**config.mk**
```make
export PLATFORM = sky130hd
export DESIGN_NAME = frames_oos_counter
export DESIGN_NICKNAME = d
export VERILOG_FILES = /design/src/rtl/fos_pkg.sv /design/src/rtl/fos_event_sel.sv /design/src/rtl/fos_accum.sv /design/src/rtl/fos_latch.sv /design/src/rtl/frames_oos_counter.sv
export SDC_FILE = /design/constraint.sdc
export NUM_CORES = 1
export LEC_CHECK = 0
export BUFFER_PORTS_ARGS = -buffer_cell sky130_fd_sc_hd__buf_4
export CAP_MARGIN = 20
export CORE_MARGIN = 10
export CORE_UTILIZATION = 50
export CTS_CLUSTER_DIAMETER = 60
export CTS_CLUSTER_SIZE = 12
export DETAILED_ROUTE_END_ITERATION = 12
export GPL_TIMING_DRIVEN = 0
export PLACE_DENSITY = 0.78
export SLEW_MARGIN = 0
export SYNTH_ARGS = -nofsm -noshare
export SYNTH_HDL_FRONTEND = slang
export SYNTH_SLANG_ARGS = --single-unit
```
**constraint.sdc**
```tcl
create_clock -name clk -period 2.42 [get_ports clk]
set_input_delay 0 -clock clk [delete_from_list [all_inputs] [get_ports clk]]
set_output_delay 0 -clock clk [all_outputs]
set_load 0.02 [all_outputs]
```
**src/rtl/fos_pkg.sv**
```systemverilog
package fos_pkg;

    parameter int ACC_W = 16;

    typedef enum logic [1:0] {
        LM_T1_SF  = 2'b00,
        LM_T1_ESF = 2'b01,
        LM_E1     = 2'b10,
        LM_E1_ALT = 2'b11
    } line_mode_e;

    typedef struct packed {
        logic mf;
        logic lof;
        logic ft;
        logic fps;
        logic fas;
        logic search;
    } fos_evt_t;

    function automatic logic is_e1(input logic [1:0] lm);
        return lm[1];
    endfunction

    function automatic logic is_esf(input logic [1:0] lm);
        return (lm == LM_T1_ESF);
    endfunction

endpackage

```
**src/rtl/fos_event_sel.sv**
```systemverilog
module fos_event_sel
    import fos_pkg::*;
(
    input  logic [1:0] line_mode,
    input  logic       cnt_mos,
    input  fos_evt_t   evt,
    output logic       inc
);

    logic t1_mos_hit;
    logic t1_bit_hit;
    logic e1_fas_hit;

    always_comb begin
        t1_mos_hit = evt.mf & evt.lof;
        t1_bit_hit = ~evt.lof & (is_esf(line_mode) ? evt.fps : evt.ft);
        e1_fas_hit = ~evt.lof & ~evt.search & evt.fas;
        if (is_e1(line_mode))
            inc = e1_fas_hit;
        else if (cnt_mos)
            inc = t1_mos_hit;
        else
            inc = t1_bit_hit;
    end

endmodule

```
**src/rtl/fos_accum.sv**
```systemverilog
module fos_accum
    import fos_pkg::*;
#(
    parameter int W = ACC_W
) (
    input  logic         clk,
    input  logic         rst,
    input  logic         inc,
    input  logic         tick,
    output logic [W-1:0] acc
);

    localparam logic [W-1:0] ACC_MAX = {W{1'b1}};

    always_ff @(posedge clk) begin
        if (rst)
            acc <= '0;
        else if (tick)
            acc <= {{(W-1){1'b0}}, inc};
        else if (inc && acc != ACC_MAX)
            acc <= acc + 1'b1;
    end

    a_r10_sat_hold: assert property (@(posedge clk) disable iff (rst)
        (acc == ACC_MAX && !tick) |=> (acc == ACC_MAX));

    a_r9_tick_restart: assert property (@(posedge clk) disable iff (rst)
        tick |=> (acc <= {{(W-1){1'b0}}, 1'b1}));

    a_r10_step_one: assert property (@(posedge clk) disable iff (rst)
        !tick |=> (acc == $past(acc) || acc == $past(acc) + 1'b1));

endmodule

```
**src/rtl/fos_latch.sv**
```systemverilog
module fos_latch
    import fos_pkg::*;
#(
    parameter int W = ACC_W
) (
    input  logic         clk,
    input  logic         rst,
    input  logic         tick,
    input  logic [W-1:0] acc,
    output logic [W-1:0] q
);

    always_ff @(posedge clk) begin
        if (rst)
            q <= '0;
        else if (tick)
            q <= acc;
    end

    a_r9_latch_value: assert property (@(posedge clk) disable iff (rst)
        tick |=> (q == $past(acc)));

    a_r11_hold: assert property (@(posedge clk) disable iff (rst)
        !tick |=> $stable(q));

endmodule

```
**src/rtl/frames_oos_counter.sv**
```systemverilog
module frames_oos_counter
    import fos_pkg::*;
#(
    parameter int W = ACC_W
) (
    input  logic         clk,
    input  logic         rst,
    input  logic [1:0]   line_mode,
    input  logic         cnt_mos,
    input  logic         mf_strobe,
    input  logic         lof,
    input  logic         ft_err,
    input  logic         fps_err,
    input  logic         fas_err,
    input  logic         align_search,
    input  logic         sec_tick,
    output logic [W-1:0] count_q,
    output logic [W-1:0] acc_live
);

    fos_evt_t evt;
    logic     inc;

    always_comb begin
        evt.mf     = mf_strobe;
        evt.lof    = lof;
        evt.ft     = ft_err;
        evt.fps    = fps_err;
        evt.fas    = fas_err;
        evt.search = align_search;
    end

    fos_event_sel u_sel (
        .line_mode (line_mode),
        .cnt_mos   (cnt_mos),
        .evt       (evt),
        .inc       (inc)
    );

    fos_accum #(.W(W)) u_acc (
        .clk  (clk),
        .rst  (rst),
        .inc  (inc),
        .tick (sec_tick),
        .acc  (acc_live)
    );

    fos_latch #(.W(W)) u_latch (
        .clk  (clk),
        .rst  (rst),
        .tick (sec_tick),
        .acc  (acc_live),
        .q    (count_q)
    );

    a_r6_lof_blocks_errors: assert property (@(posedge clk) disable iff (rst)
        (lof && (line_mode[1] || !cnt_mos) && !sec_tick) |=> $stable(acc_live));

    a_r8_search_blocks: assert property (@(posedge clk) disable iff (rst)
        (line_mode[1] && align_search && !sec_tick) |=> $stable(acc_live));

    a_r2_mos_counts: assert property (@(posedge clk) disable iff (rst)
        (!line_mode[1] && cnt_mos && mf_strobe && lof && !sec_tick
         && acc_live != {W{1'b1}}) |=> (acc_live == $past(acc_live) + 1'b1));

    a_r3_mos_no_lof: assert property (@(posedge clk) disable iff (rst)
        (!line_mode[1] && cnt_mos && !lof && !sec_tick) |=> $stable(acc_live));

endmodule

```
==> impl_metrics.py, run 1 <==
metrics = {
    "place": {
        "finalWeightedCongestion": 0.968,
        "post-place-ws_ns": 0.600,
        "dp_hpwl_mm": 2.92,
        "portBuffers": 43,
    },
    "global_route": {
        "grt_max_degree": 11,
        "track_usage_pct": 15.3,
        "antenna_found_initial": 0,
        "grt_pass1_vias": 1430,
        "grt.overflow.total": 0,
        "grt_pass1_wl_mm": 6.64,
    },
    "synthesis": {
        "yosys-top-cells-area": "dfxtp_1, mux2i_1, nor2_1",
        "yosys_warnings": 0,
        "synth_area_mm2": 0.00150,
        "ys_ff_latch": 32,
        "ys_seq_area_share_pct": 42.8,
        "yosysUniqueCellTypes": 35,
        "synthArstFlopShare_pct": 0,
        "synth_top_area_share_pct": 42.8,
        "synth_edf_count": 0,
        "syn-num-nets": 175,
        "synth_top_area_cell": "dfxtp_1",
        "synth_area_per_cell_um2": 9.23,
        "ys.flop_type": "dfxtp_1",
        "syn_inst": 162,
    },
    "critical_path": {
        "crit_arrival_ns": 2.55,
        "r2r-end": "u_acc.acc[9]",
        "cp-endpoint": "u_acc.acc[9]",
        "cp_data_required_time_ns": 2.71,
        "start_kind": "flop",
        "reg2reg_from": "u_acc.acc[0]",
        "r2r_slack_ns": 0.16,
        "crit_path_end_kind": "flop",
        "crit_type": "reg -> reg",
        "critPathMaxFanout": 10,
        "reg2regPathDepth": 7,
        "critPathLaunch": "u_acc.acc[0]",
    },
    "floorplan": {
        "start_util_pct": 53.3,
        "io_pins": 44,
        "die_area_mm2": 0.00558,
        "die_x_um": 74.7,
        "rows": 19,
        "die_h_um": 74.7,
        "coreArea_mm2": 0.00281,
    },
    "clock_network": {
        "cts_tree": "built",
        "numCtsBuffers": 5,
        "cts.root.buffer_cell": "clkbuf_4",
        "clockBufferDepth": 2,
        "post-cts-setup-buffer-count": 0,
        "cts.clk_slew.worst_paths_ns": 0.10,
        "cts.sinks": 32,
        "cts.htree.levels": 2,
        "clk_latency_ns": 0.34,
    },
    "routing": {
        "via_per_inst": 5.93,
        "ant_nets": 0,
        "totalWireLength_mm": 3.96,
        "firstDrtPassIters": 4,
        "drc": 0,
        "vias": 1470,
        "drt_iter0_markers": 94,
        "wl_per_cell_um": 16.0,
    },
    "cells_and_area": {
        "synthToLayoutAreaGrowth_pct": 33.2,
        "drive_above_1_share_pct": 29.5,
        "num-fill-cells": 221,
        "antenna_cells": 0,
        "nNetsFinal": 229,
    },
    "power": {
        "powerDensity_mw_per_mm2": 533,
        "leakagePower_nw": 0.819,
        "peakVddDrop_v": 0.000448,
    },
    "sta": {
        "min_period_ns": 2.26,
        "setup_tns_ns": 0,
        "worst_slack_ns": 0.160,
        "min_period_over_period_pct": 93.4,
        "worst_pin_slew_ns": 0.543,
        "finalSetupViolCount": 0,
        "max_slew_margin_pct": 63.8,
        "clock_skew_ns": 0.00333,
        "rsz0062_at_grt": "false",
        "max_freq_ghz": 0.442,
        "hold_viol": 0,
        "drv_slew": 0,
    },
    "status": {
        "status": "complete, no violations",
    },
    "hold_path": {
        "min-delay-path-class": "in -> reg",
    },
    "flow_run": {
        "drv_cap": 0,
    },
}
==> critical path, stage by stage, from the launching register on <==
cell           delay (ns)
dfxtp_1              0.37
ha_1                 0.29
and3_4               0.21
and3_4               0.17
buf_6                0.13
nor3_1               0.26
mux2i_1              0.22
dlygate4sd3_1        0.56
==> cells in the final DEF (no fill, tap or decap), types with 3 or more instances in the layout <==
cell and count:
nor2_1 21, dlygate4sd3_1 4, o31ai_1 9, mux2i_1 19, a21oi_1 11, clkbuf_1 5, clkbuf_4 5, dfxtp_1 32
nor4_1 4, nand3_1 7, nand4_1 4, and3_4 4, nand2_1 6, buf_4 43, or3_1 3, or4_1 8
==> flip-flops by register name, indices dropped and copies added (netlist names) <==
| signal | count |
|---|---|
| u_acc.acc | 16 |
| u_latch.q | 16 |
==> power breakdown <==
| part | internal [mW] | total (mW) | switching, mW |
|---|---|---|---|
| Sequential | 0.528 | 0.530 | 0.00210 |
| Clock | 0.274 | 0.460 | 0.186 |
| Combinational | 0.0317 | 0.0708 | 0.0392 |
==> cell usage after synthesis, types with 2 or more instances <==
cell and n:
nor4_1 4, buf_2 2, and3_4 4, or2_2 2, nand2_1 6, o31ai_1 9, or4_1 8, nand3_2 2
dfxtp_1 32, nor2_1 21, inv_1 2, buf_1 2, nor3_1 2, or3_1 3, nand4_1 4, clkbuf_1 5
nand3_1 7, a21oi_1 11, mux2i_1 19, o21ai_1 2
==> per-stage QoR <==
stage                     cell area, um^2  power, mW  hold WS (ns)  instances  utilization, %
after floorplan                      1500      0.581         0.179        162               -
after global placement               1860      0.607         0.293        236            66.2
after detailed placement             1860      0.609         0.299        236            66.2
after CTS                            1990       1.07         0.274        248            71.0
after global routing                 1990       1.10         0.322        248            71.0
final                                1990       1.06         0.286        248            71.0
==> what timing repair did <==
item | CTS | global route
hold buffers | 4 | 0
hold endpoints to repair | 4 | 0
resized for setup | 0 | 0
==> logic make-up after synthesis <==
family | after synthesis | synth area share, %
buffers and inverters | 12 | 3.68
adder cells (fa/ha/maj) | 1 | 0.837
AO/OA/AOI/OAI | 29 | 12.9
flip-flops | 32 | 42.8
multiplexers | 19 | 12.7
AND/OR/NAND/NOR | 69 | 27.0
==> cell type report <==
class	count	area, um^2	share of cell area [%]
plain buffers	10	47.5	2.39
clock buffers	7	65.1	3.27
clock inverters	1	30.0	1.51
inverters	2	7.51	0.377
multi-input cells	118	800	40.1
flip-flops and latches	32	641	32.2
well taps	31	38.8	1.95
repair buffers	47	363	18.2
==> layer usage <==
metal / vias to the layer above / part of all wire, % / wire [um] / GRT usage, %
met2: 66 / 47 / 1850 / 25.2
met4: 0 / 1.8 / 71 / 9.66
met3: 7 / 10 / 396 / 5.26
met1: 675 / 41 / 1640 / 16.7
li1: 722 / - / - / -
met5: - / 0 / 0 / 0
==> worst min-delay path by stage <==
stage,startpoint,to,slack (ns),cells after the start
after floorplan,rst,u_acc.acc[9],0.18,2
after global placement,rst,u_acc.acc[9],0.29,3
after detailed placement,rst,u_acc.acc[9],0.30,3
after CTS,cnt_mos,u_acc.acc[15],0.27,5
after global routing,cnt_mos,u_acc.acc[13],0.32,5
final,cnt_mos,u_acc.acc[15],0.29,5
No activity file was read; power rests on OpenSTA's default activity.
==> inputs of run 2 (changes only) <==
CORE_UTILIZATION = 45   (was 50)
PLACE_DENSITY = 0.71   (was 0.78)
==> run 2 against run 1 <==
  * Setup slack improved by 0.029 ns
  * Utilization decreased by 8.0 points
  * Power decreased by 15%
  * Die area increased by 8.1%
  * Register-to-register slack improved by 0.03 ns
  * Non-clock buffer count unchanged
  * Global-route usage decreased by 1.4 points
  * Critical endpoint unchanged
  * Count of clock-buffer cells in the layout decreased by 2
  * Fmax increased by 1.3%
==> impl_metrics.py, run 2 (synthesized netlist as in run 1, its figures left out) <==
metrics = {
    "status": {
        "status": "complete, no violations",
    },
    "critical_path": {
        "crit_type": "reg -> reg",
        "crit_path_end_kind": "flop",
        "cp_data_required_time_ns": 2.71,
        "start_kind": "flop",
        "critPathMaxFanout": 10,
        "reg2regPathDepth": 7,
        "crit_arrival_ns": 2.52,
    },
    "global_route": {
        "grt_pass1_vias": 1437,
        "grt_max_degree": 12,
        "use_met1_pct": 16.0,
        "antenna_found_initial": 0,
        "grt_pass1_wl_mm": 7.02,
        "grt.busiest_layer": "met2",
        "track_usage_pct": 13.9,
        "grt.overflow.total": 0,
        "met3_usage_pct": 5.41,
        "globalRouteMet2Util_pct": 23.5,
    },
    "routing": {
        "totalWireLength_mm": 4.31,
        "firstDrtPassIters": 5,
        "vias": 1486,
        "drc": 0,
        "ant_nets": 0,
        "drt_iter0_markers": 62,
        "via_per_inst": 5.69,
        "wl_per_cell_um": 16.5,
    },
    "sta": {
        "rsz0062_at_grt": "false",
        "finalSetupViolCount": 0,
        "setup_tns_ns": 0,
        "clock_skew_ns": 0.00558,
        "min_period_over_period_pct": 92.2,
        "min_period_ns": 2.23,
        "drv_slew": 0,
        "hold_viol": 0,
        "worst_pin_slew_ns": 0.541,
        "max_freq_ghz": 0.448,
        "max_slew_margin_pct": 63.9,
    },
    "clock_network": {
        "cts.sinks": 32,
        "cts.clk_slew.worst_paths_ns": 0.10,
        "clockBufferDepth": 2,
        "clk_latency_ns": 0.34,
        "cts.htree.levels": 2,
        "numCtsBuffers": 5,
        "cts.root.buffer_cell": "clkbuf_4",
        "post-cts-setup-buffer-count": 0,
        "cts_tree": "built",
    },
    "floorplan": {
        "io_pins": 44,
        "rows": 20,
        "die_h_um": 77.6,
        "die_x_um": 77.6,
        "die_area_mm2": 0.00603,
        "coreArea_mm2": 0.00313,
        "start_util_pct": 47.8,
    },
    "place": {
        "finalWeightedCongestion": 0.904,
        "dp_hpwl_mm": 3.25,
        "placed_cell_area_mm2": 0.00187,
        "portBuffers": 43,
    },
    "power": {
        "p_sw_share_pct": 25.8,
        "p_int_mw": 0.671,
        "p_sw_mw": 0.233,
        "peakVddDrop_v": 0.000363,
        "p_comb_share_pct": 8.0,
        "seqPwrFrac_pct": 58.6,
        "leakagePower_nw": 0.803,
        "powerDensity_mw_per_mm2": 459,
        "p_clk_share_pct": 33.4,
    },
    "cells_and_area": {
        "final_common_cell": "buf_4",
        "mostFrequentLayoutCells": "buf_4, dfxtp_1, nor2_1",
        "nNetsFinal": 229,
        "num-fill-cells": 289,
        "final_cell_area_mm2": 0.00197,
        "drive_above_1_share_pct": 29.5,
        "reg_top3": "u_acc.acc x16, u_latch.q x16",
        "synthToLayoutAreaGrowth_pct": 31.7,
        "antenna_cells": 0,
    },
    "hold_path": {
        "hold_depth": 5,
        "min-delay-path-class": "in -> reg",
    },
    "flow_run": {
        "drv_cap": 0,
    },
}
-- run 2: changes by cell type in the layout (fill, tap and decap cells not counted), sizes merged --
| cell | before | now |
|---|---|---|
| bufinv | 1 | 0 |
| clkbuf | 12 | 10 |
| clkinv | 0 | 3 |
-- run 2: power groups by stage --
stage	registers, mW	logic [mW]	clock network, mW
final	0.530	0.0723	0.302
after global routing	0.531	0.0788	0.336
after CTS	0.530	0.0721	0.309
after global placement	0.542	0.0655	0
after floorplan	0.544	0.0365	0
after detailed placement	0.542	0.0683	0
-- run 2: area by class of cell --
type / count / area (um^2) / share of cell area (%)
buffer: 10 / 47.5 / 2.41
sequential: 32 / 641 / 32.5
timing repair buffer: 47 / 363 / 18.4
tap: 44 / 55.1 / 2.80
clock inverter: 3 / 18.8 / 0.953
inverter: 2 / 7.51 / 0.381
clock buffer: 5 / 37.5 / 1.91
multi-input combinational: 118 / 800 / 40.6
-- run 2: worst max-delay path, stage by stage (launching register included) --
cell           delay [ns]
dfxtp_1              0.37
ha_1                 0.30
and3_4               0.22
and3_4               0.17
buf_6                0.13
nor3_1               0.24
mux2i_1              0.21
dlygate4sd3_1        0.55
-- run 2: final timing paths --
path	from	endpoint	slack (ns)
setup reg to reg	u_acc.acc[0]	u_acc.acc[9]	0.19
hold / removal	cnt_mos	u_acc.acc[11]	0.32
setup / recovery	u_acc.acc[0]	u_acc.acc[9]	0.19
hold reg to reg	u_latch.q[13]	u_latch.q[13]	0.51
-- run 2: per-stage QoR --
stage	std cells	hold WS, ns	setup WS [ns]	power [mW]	utilization (%)
detailed placement	249	0.302	0.551	0.611	59.9
finish	261	0.322	0.189	0.905	63.0
global placement	249	0.293	0.594	0.608	59.9
CTS	261	0.317	0.192	0.912	63.0
global route	261	0.347	0.0883	0.946	63.0
floorplan	162	0.179	0.607	0.581	-
-- run 2: layer usage --
layer	vias up	routed length, um
li1	717	-
met1	708	1830
met2	53	2120
met3	8	326
met4	0	40
met5	-	0
-- run 2: repair_timing --
item / in CTS / in global routing
hold endpoints to repair: 4 / 0
resized for setup: 0 / 0
setup endpoints to repair: 0 / 0
hold buffers: 4 / 0
==> inputs of run 3 (changes only) <==
BUFFER_PORTS_ARGS = unset   (was -buffer_cell sky130_fd_sc_hd__buf_4)
DONT_BUFFER_PORTS = 1   (was unset)
PLACE_DENSITY = unset   (was 0.71)
clock period = 1.8 ns   (was 2.42 ns; I/O delays follow)
==> run 3 against run 2 <==
  * Cell area down 11%
  * Critical path depth is 2 lower
  * Sequential power rose by 33%
  * Routed wire length decreased by 7.7%
  * Count of clock-buffer cells in the layout grew 2
  * Utilization down 7.1 points
  * Largest power group unchanged
  * Sequential cell count did not move
  * Combinational power grew 0.8%
  * Largest cell class unchanged
==> impl_metrics.py, run 3 (synthesized netlist as in run 1, its figures left out) <==
metrics = {
    "cells_and_area": {
        "drive_above_1_share_pct": 27.2,
        "final_common_cell": "nor2_1",
        "postLayoutCoreUtil_pct": 55.8,
        "antenna_cells": 0,
        "reg_top3": "u_acc.acc x16, u_latch.q x16",
        "num-fill-cells": 303,
        "finalNonFillerCells": 217,
        "synthToLayoutAreaGrowth_pct": 16.8,
        "nNetsFinal": 185,
        "mostFrequentLayoutCells": "nor2_1, mux2i_1, dfxtp_1",
    },
    "clock_network": {
        "cts.clk_slew.worst_paths_ns": 0.10,
        "cts_tree": "built",
        "clockBufferDepth": 2,
        "clk_latency_ns": 0.34,
        "cts.htree.levels": 2,
        "cts.root.buffer_cell": "clkbuf_4",
        "cts.sinks": 32,
        "numCtsBuffers": 5,
    },
    "floorplan": {
        "start_util_pct": 47.8,
        "coreArea_mm2": 0.00313,
        "io_pins": 44,
        "die_h_um": 77.6,
        "die_x_um": 77.6,
        "rows": 20,
        "die_area_mm2": 0.00603,
    },
    "hold_path": {
        "min-delay-path-class": "in -> reg",
    },
    "sta": {
        "finalSetupViolCount": 0,
        "setup_tns_ns": 0,
        "min_period_over_period_pct": 99.9,
        "worst_slack_ns": 0.00139,
        "worst_pin_slew_ns": 0.577,
        "rsz0062_at_grt": "true",
        "min_period_ns": 1.80,
        "drv_slew": 0,
        "clock_skew_ns": 0.00805,
        "hold_viol": 0,
        "max_slew_margin_pct": 61.5,
        "max_freq_ghz": 0.556,
    },
    "routing": {
        "drc": 0,
        "wl_per_cell_um": 18.3,
        "via_per_inst": 6.03,
        "drt_iter0_markers": 53,
        "ant_nets": 0,
        "firstDrtPassIters": 5,
        "totalWireLength_mm": 3.98,
        "vias": 1308,
    },
    "critical_path": {
        "crit_arrival_ns": 2.06,
        "crit_type": "reg -> reg",
        "cp_top_family": "simple AND/OR/NAND/NOR gates",
        "critPathMaxStageDelay_ns": 0.44,
        "cp_data_required_time_ns": 2.06,
        "critPathMaxFanout": 7,
        "crit_path_end_kind": "flop",
        "crit_slowest_cell": "dfxtp_4",
        "cp.buffers_inverters": 0,
        "cp_cell_sequence": "and3_4 -> nand3_2 -> or3_4 -> or4_1 -> a21oi_1",
        "start_kind": "flop",
    },
    "place": {
        "post-place-ws_ns": -0.275,
        "portBuffers": 0,
        "finalWeightedCongestion": 0.886,
        "dp_hpwl_mm": 2.89,
        "place_inst": 206,
    },
    "global_route": {
        "track_usage_pct": 13.1,
        "grt_pass1_vias": 1268,
        "grt_pass1_wl_mm": 6.53,
        "grt.overflow.total": 0,
        "antenna_found_initial": 0,
        "grt_max_degree": 11,
    },
    "power": {
        "powerDensity_mw_per_mm2": 697,
        "leakagePower_nw": 0.581,
        "peakVddDrop_v": 0.000404,
    },
    "flow_run": {
        "drv_cap": 0,
    },
    "status": {
        "status": "complete, no violations",
    },
}
-- run 3: changes by cell type in the layout (fill, tap and decap cells not counted), moves of 2 or more --
cell      previous run  this run
clkinv_2             2         0
dfxtp_2              0         5
o31ai_2              0         3
a21oi_2              0         3
buf_4               43         1
or4_1                8         5
a21oi_1             11         8
dfxtp_1             32        18
or4_4                0         3
o31ai_1              9         6
dfxtp_4              0         9
-- run 3: final timing paths --
kind	slack [ns]	endpoint	from	depth (start not counted)
max	0.001	u_acc.acc[15]	u_acc.acc[7]	5
min	0.02	u_latch.q[1]	rst	2
min reg2reg	0.55	u_acc.acc[9]	u_acc.acc[9]	2
max reg2reg	0.001	u_acc.acc[15]	u_acc.acc[7]	5
-- run 3: what timing repair did --
item | 4_1_cts | 5_1_grt
endpoints found under the setup margin | 13 | 10
setup buffers | 0 | 1
hold buffers | 3 | 0
hold endpoints to repair | 4 | 0
gates resized for setup | 27 | 11
pin swaps | 3 | 3
-- run 3: worst reg2reg max path: stages (launching register included) --
cell and delay [ns]:
dfxtp_4 0.44, and3_4 0.23, nand3_2 0.11, or3_4 0.40, or4_1 0.39, a21oi_1 0.14
-- run 3: area by class of cell --
type	count	area, um^2	area share (%)
Multi-Input combinational cell	118	861	49.3
Sequential cell	32	681	39.0
Clock buffer	7	55.1	3.15
Tap cell	44	55.1	3.15
Buffer	9	42.5	2.44
Timing Repair Buffer	4	37.5	2.15
Clock inverter	1	7.51	0.430
Inverter	2	7.51	0.430
-- run 3: power by group --
part / leakage, nW / internal [mW] / switching, mW
clock network: 0.0315 / 0.191 / 0.250
registers: 0.268 / 0.697 / 0.00705
logic: 0.282 / 0.0258 / 0.0471
-- run 3: per-stage QoR --
stage               instance area, um^2  total power [mW]  hold WS, ns
floorplan                          1500             0.781        0.179
global placement                   1550             0.794        0.187
detailed placement                 1550             0.796        0.188
CTS                                1710              1.23       0.0128
global route                       1750              1.27       0.0485
finish                             1750              1.22       0.0157
-- run 3: routing by layer --
metal  wire, um  GRT usage (%)  vias up  share of wire (%)
met4         23           4.01        0               0.58
li1           -              -      625                  -
met1       1620           13.7      636                 41
met5          0              0        -                  0
met2       1910           21.6       43                 48
met3        435           7.72        4                 11
